## src/rtl/rxto_pkg.sv

```systemverilog
package rxto_pkg;

    localparam int DEF_LIMIT_W = 16;

    typedef enum logic {
        TMR_DISARMED = 1'b0,
        TMR_COUNTING = 1'b1
    } tmr_state_e;

    typedef struct packed {
        logic restart;
        logic tick;
    } rx_evt_t;

    function automatic rx_evt_t decode_evt(input logic frame, input logic tick);
        rx_evt_t e;
        e.restart = frame;
        e.tick    = tick & ~frame;
        return e;
    endfunction

endpackage

```

## src/rtl/rxto_idle_timer.sv

```systemverilog
module rxto_idle_timer
    import rxto_pkg::*;
#(
    parameter int LIMIT_W = DEF_LIMIT_W
) (
    input  logic               clk,
    input  logic               rst,
    input  rx_evt_t            evt,
    input  logic [LIMIT_W-1:0] limit,
    output logic               expire
);
    localparam logic [LIMIT_W-1:0] CNT_MAX = {LIMIT_W{1'b1}};

    tmr_state_e         state_q;
    logic [LIMIT_W-1:0] cnt_q;
    logic [LIMIT_W:0]   next_cnt;
    logic               limit_on;
    logic               reached;

    always_comb begin
        next_cnt = {1'b0, cnt_q} + {{LIMIT_W{1'b0}}, 1'b1};
        limit_on = (limit != '0);
        reached  = limit_on && (next_cnt >= {1'b0, limit});
        expire   = (state_q == TMR_COUNTING) && evt.tick && reached;
    end

    always_ff @(posedge clk) begin
        if (rst) begin
            state_q <= TMR_DISARMED;
            cnt_q   <= '0;
        end else if (evt.restart) begin
            state_q <= TMR_COUNTING;
            cnt_q   <= '0;
        end else if (state_q == TMR_COUNTING && evt.tick) begin
            if (reached) begin
                state_q <= TMR_DISARMED;
                cnt_q   <= '0;
            end else if (cnt_q != CNT_MAX) begin
                cnt_q   <= next_cnt[LIMIT_W-1:0];
            end
        end
    end

endmodule

```

## src/rtl/rxto_irq_reg.sv

```systemverilog
module rxto_irq_reg (
    input  logic clk,
    input  logic rst,
    input  logic expire,
    input  logic ack,
    output logic flag,
    output logic pulse
);
    always_ff @(posedge clk) begin
        if (rst) begin
            flag  <= 1'b0;
            pulse <= 1'b0;
        end else begin
            flag  <= (flag & ~ack) | expire;
            pulse <= expire;
        end
    end
endmodule

```

## src/rtl/rx_idle_timeout.sv

```systemverilog
module rx_idle_timeout
    import rxto_pkg::*;
#(
    parameter int LIMIT_W = DEF_LIMIT_W
) (
    input  logic               clk,
    input  logic               rst,
    input  logic               frame_done,
    input  logic               bit_tick,
    input  logic [LIMIT_W-1:0] idle_limit,
    input  logic               irq_ack,
    output logic               idle_irq,
    output logic               dma_stop
);
    rx_evt_t evt;
    logic    expire;

    assign evt = decode_evt(frame_done, bit_tick);

    rxto_idle_timer #(.LIMIT_W(LIMIT_W)) u_timer (
        .clk    (clk),
        .rst    (rst),
        .evt    (evt),
        .limit  (idle_limit),
        .expire (expire)
    );

    rxto_irq_reg u_irq (
        .clk    (clk),
        .rst    (rst),
        .expire (expire),
        .ack    (irq_ack),
        .flag   (idle_irq),
        .pulse  (dma_stop)
    );
endmodule

```

## config.mk

```make
export PLATFORM = sky130hd
export DESIGN_NAME = rx_idle_timeout
export DESIGN_NICKNAME = d
export VERILOG_FILES = /design/src/rtl/rxto_pkg.sv /design/src/rtl/rxto_idle_timer.sv /design/src/rtl/rxto_irq_reg.sv /design/src/rtl/rx_idle_timeout.sv
export SDC_FILE = /design/constraint.sdc
export NUM_CORES = 1
export LEC_CHECK = 0
export ABC_AREA = 1
export CAP_MARGIN = 10
export CELL_PAD_IN_SITES_DETAIL_PLACEMENT = 0
export CELL_PAD_IN_SITES_GLOBAL_PLACEMENT = 1
export CORE_UTILIZATION = 39
export DETAILED_ROUTE_END_ITERATION = 10
export PLACE_DENSITY_LB_ADDON = 0.1
export SYNTH_ARGS = -nofsm -noshare
export SYNTH_HDL_FRONTEND = slang
export SYNTH_SLANG_ARGS = --single-unit
```

## constraint.sdc

```tcl
create_clock -name clk -period 2.9 [get_ports clk]
set_input_delay 0.58 -clock clk [delete_from_list [all_inputs] [get_ports clk]]
set_output_delay 0.58 -clock clk [all_outputs]
set_load 0.02 [all_outputs]
```

# Word level (Yosys, flattened, before mapping)
# Index checks and enable logic that the tools add are counted.
# W data, S select, Z words.
# totals
in_bits	21
regBits	19
elab_cells	27
# op_classes
n_eq_ne	1
mux	5
n_reduce_logical	10
n_lt_le_gt_ge	1
n_addsub	1
n_bitwise	5
# ops
op	n
$mux W16	2
$add A16 B1 Y17 const B	1
$ge A17 B16 Y1	1
$ne A16 B16 Y1 const B	1
$reduce_bool A16 Y1	1
$reduce_bool A2 Y1	3
$reduce_and A2 Y1	2
$logic_and A1 B1 Y1	3
$mux W1	3
$and A1 B1 Y1	2
$not A1 Y1	2
$reduce_or A2 Y1	1
$or A1 B1 Y1	1

# Depth between registers and ports, before layout
# logic_depth
depth_word	6
mapped_depth	20

# Modules after synthesis
# A second synthesis with hierarchy kept.
# unflattened
hier_cells	241
area_unflattened_um2	1778.0
# by_module_without_submodules
mod	n_inst	cells_per_inst	area_each_um2
rxto_idle_timer	1	231	1704.1
rxto_irq_reg	1	8	63.8
rx_idle_timeout	1	2	10.0

# Worst setup path before layout
# No wires, ideal clock.
# synth_path
kind	register to register
from	register u_timer.cnt_q[0]
to	register u_timer.cnt_q[2]
stages_incl_launch_ff	19
period_less_slack_ns	2.472
setup_ns	0.070
setup_slack_ns	0.428
path_buffers	1
arrival_ns	2.403
path_cell_list	dfxtp_1 ha_1 nand2_1 nor2_4 nand3_2 nor2_1 xor2_1 inv_1 ha_1 nand2_1 nand2_1 a21oi_1 nand3_1 nor2_1 nand2_2 nand2_2 buf_4 nand3_1 a21oi_1
# synth_via
elab_chain_cells	5
elab_cells_between_ends	8
classes_between	1 x add/sub; 1 x order compare; 1 x eq/ne; 2 x mux; 3 x reduce/logical
# synth_lines
element	line	source
from (decl)	rxto_idle_timer.sv:15	logic [LIMIT_W-1:0] cnt_q;
from (signal assigned)	rxto_idle_timer.sv:39	cnt_q <= next_cnt[LIMIT_W-1:0];
$add A16 B1 Y17	rxto_idle_timer.sv:21	next_cnt = {1'b0, cnt_q} + {{LIMIT_W{1'b0}}, 1'b1};
$ge A17 B16 Y1	rxto_idle_timer.sv:23	reached = limit_on && (next_cnt >= {1'b0, limit});
$logic_and A1 B1 Y1	rxto_idle_timer.sv:23	
$reduce_bool A2 Y1 (no line)	n/a	
$reduce_and A2 Y1 (no line)	n/a	
# Several ways; a longest one is shown, not always the timed one. The select of a mux whose other input is x is not followed.
# A chain may end at the register's enable or synchronous reset.

# Worst setup path in the final report
# layout_path
from	register u_timer.cnt_q[0]
to	register u_timer.cnt_q[8]
# The elaborated chain is that of the path after synthesis.

==> results by group <==
Worst setup path
  – Setup crit start kind: flip-flop
  – Max incr delay on CP: 0.38 ns
  – CP Class: flip-flop to flip-flop
  – Required @ worst endpoint: 3.09 ns
  – Crit-path cells: ha_4 > nand2_2 > nor2_4 > nand3_2 > xnor2_1 > ha_1 > nand2_1 > inv_1 > nand2_1 > nand2_1 > nand2_1 > nand3_1 > nor2_2 > nand2_4 > nand3_4 > nand3_2 > a21oi_2
  – CP Launch Point: u_timer.cnt_q[0]
  – Buf/Inv on CP: 1
  – Data arrival time of the critical path: 2.89 ns
  – CP max-delay cell: dfxtp_4
  – CP max FO: 5
  – CP Capture Type: flip-flop
  – Top delay family on crit path: simple AND/OR/NAND/NOR gates
  – CP dominant cell by count: nand2_1
  – Worst r2r src: u_timer.cnt_q[0]

Power
  – Max VDD drop: 0.000241 V
  – Pwr Density: 249 nW/um^2
  – Static Leak: 0.000929 uW

CTS
  – Reg clk slew, reported paths: 0.08 ns
  – Num Clock Sinks: 19
  – CTS tree: yes
  – Clk_lat worst skew: 0.26 ns
  – CTS buffer count: 3
  – Clock root cell: clkbuf_8
  – Clock buffer depth: 2
  – H-Tree Depth: 1
  – Hold Buf Count CTS: 0

Timing
  – Slew @ Worst Pin: 0.832 ns
  – Final Cycle Share: 93.1%
  – Final Critical Period: 2.70 ns
  – Hold Fails Final Rpt: 0
  – Fin Clk Skew: 0.00591 ns
  – Final setup TNS: 0 ns
  – Slew Limit Fails: 0
  – Fmax: 370 MHz
  – Setup ws final: 0.199 ns
  – Max-slew headroom: 44.3%
  – Final setup vio count: 0

Synthesis
  – Netlist cell types: 27
  – EDFF count, synth: 0
  – Yosys reg bits: 19
  – Mapped Avg Cell Area: 6.81 um^2
  – Async S/R FF share, synth: 0%
  – Sequential cell area fraction in the yosys report: 24.0%
  – Ys flop type: dfxtp_1
  – Mapped cell area: 1590 um^2
  – Synth Warn #: 0
  – Syn Inst Count: 233
  – Post-Synthesis Net Count: 271

Floorplanning
  – Total Die Area: 4330 um^2
  – I/O pins: 23
  – Starting Density: 42.1%
  – Die Y: 65.8 um
  – Die W: 65.8 um
  – Rows: 22
  – Core area: 3770 um^2

GRT
  – Initial antenna violation count: 0
  – Largest net degree at the start of global routing: 20
  – Remaining Overflow, GRT: 0
  – Global-route wire length before repair: 6490 um
  – Vias in the first global route: 1,452
  – Total GRT Usage: 19.4%

Drt
  – Routed wire length on met2: 1850 um
  – WL/cell: 12.9 um
  – Wire length on met3: 152 um
  – Remaining antenna violation count: 0
  – Drt first pass iters: 4
  – Vias: 1,577
  – Drt via density: 5.04
  – DRC viols: 0
  – WL met1: 1990 um
  – Initial DRC count: 36
  – Top Metal Used: met4
  – Drt total wl: 4040 um

Layout
  – Final nets: 304
  – Fin cells: 313
  – Area delta synth->final: 32.2%
  – Ratio of cells with drive above 1 in the final layout: 17.7%
  – Ant. Diodes: 0
  – Most common cell after layout, fill and taps aside: inv_1
  – Commonest non-fill, non-tap cells in the layout: inv_1 (40), nand2_1 (39), nand3_1 (32)
  – Util after Layout: 55.6%

Place
  – HPWL Detailed: 2900 um
  – Place WS: 0.0808 ns
  – Placed insts: 302
  – RD Place Congestion: 0.764
  – # port buffers: 22

Min path
  – Worst min path class: flip-flop to flip-flop
  – Hold path start: u_timer.cnt_q[14]

Job
  – Max Cap Viol: 0

Status
  – Outcome: finished clean
Yosys cell counts (2+ instances only):
cell / number / area, um^2
nor2_2: 4 / 25.0
buf_4: 2 / 15.0
xor2_1: 10 / 87.6
xnor2_1: 4 / 35.0
a21oi_1: 19 / 95.1
inv_1: 40 / 150
ha_1: 17 / 213
nor4_1: 4 / 25.0
nor2_1: 16 / 60.1
nand3_1: 37 / 185
nand4_1: 4 / 25.0
nand2_2: 4 / 25.0
dfxtp_1: 19 / 380
nand2_1: 40 / 150
layer usage:
| metal | global-route usage [%] | vias to the layer above |
|---|---|---|
| met3 | 1.55 | 7 |
| met1 | 28.2 | 707 |
| met5 | 0 | - |
| met2 | 30.2 | 35 |
| met4 | 5.43 | 0 |
| li1 | - | 828 |
logic make-up (layout without fill, tap and decap cells):
family                     after synthesis  after routing  share of synthesized area (%)
adders and majority gates               17             17                           13.4
DFF                                     19             19                           24.0
AOI/OAI and AO/OA                       23             23                           8.28
buffers and inverters                   46             75                           12.0
xor gates and xnor gates                14             14                           7.73
and+or+nand+nor                        114            117                           34.6
tightest hold or removal path, delay by kind of cell, from the launching register on:
kind             cells  cell delay [ns]
flip-flops           1             0.32
AND/OR/NAND/NOR      1             0.07
AO/OA/AOI/OAI        1             0.06
worst paths after layout:
| check | to | slack, ns | depth (start not counted) |
|---|---|---|---|
| setup / recovery | u_timer.cnt_q[8] | 0.20 | 17 |
| hold / removal | u_timer.cnt_q[14] | 0.50 | 2 |
| setup reg to reg | u_timer.cnt_q[8] | 0.20 | 17 |
| hold reg to reg | u_timer.cnt_q[14] | 0.50 | 2 |
flip-flops by register name, indices dropped and copies added (netlist names):
signal and flops:
u_timer.cnt_q 16, u_irq.flag 1, u_irq.pulse 1, u_timer.state_q 1
stage by stage:
stage	area (um^2)	power [uW]	hold slack, ns
after floorplan	1590	299	0.459
after global placement	1860	338	0.481
after detailed placement	1860	337	0.484
after CTS	1910	526	0.506
after global routing	2100	547	0.526
final	2100	522	0.497
layout make-up:
type / count / area, um^2
sequential: 19 / 387
clock buffer: 3 / 41.3
timing repair buffer: 30 / 280
fill: 405 / 1670
inverter: 41 / 155
tap: 48 / 60.1
multi-input combinational: 171 / 1170
clock inverter: 1 / 5.00
power breakdown:
group	total (uW)	switching (uW)	internal (uW)
registers	262	0.948	261
clock network	189	93.5	95.6
logic	70.8	34.8	36.0
total	522	129	393
what timing repair did:
item	CTS	global route
buffers inserted	0	5
resized for setup	0	26
setup endpoints to repair	0	18
(Power assumes the default switching activity.)
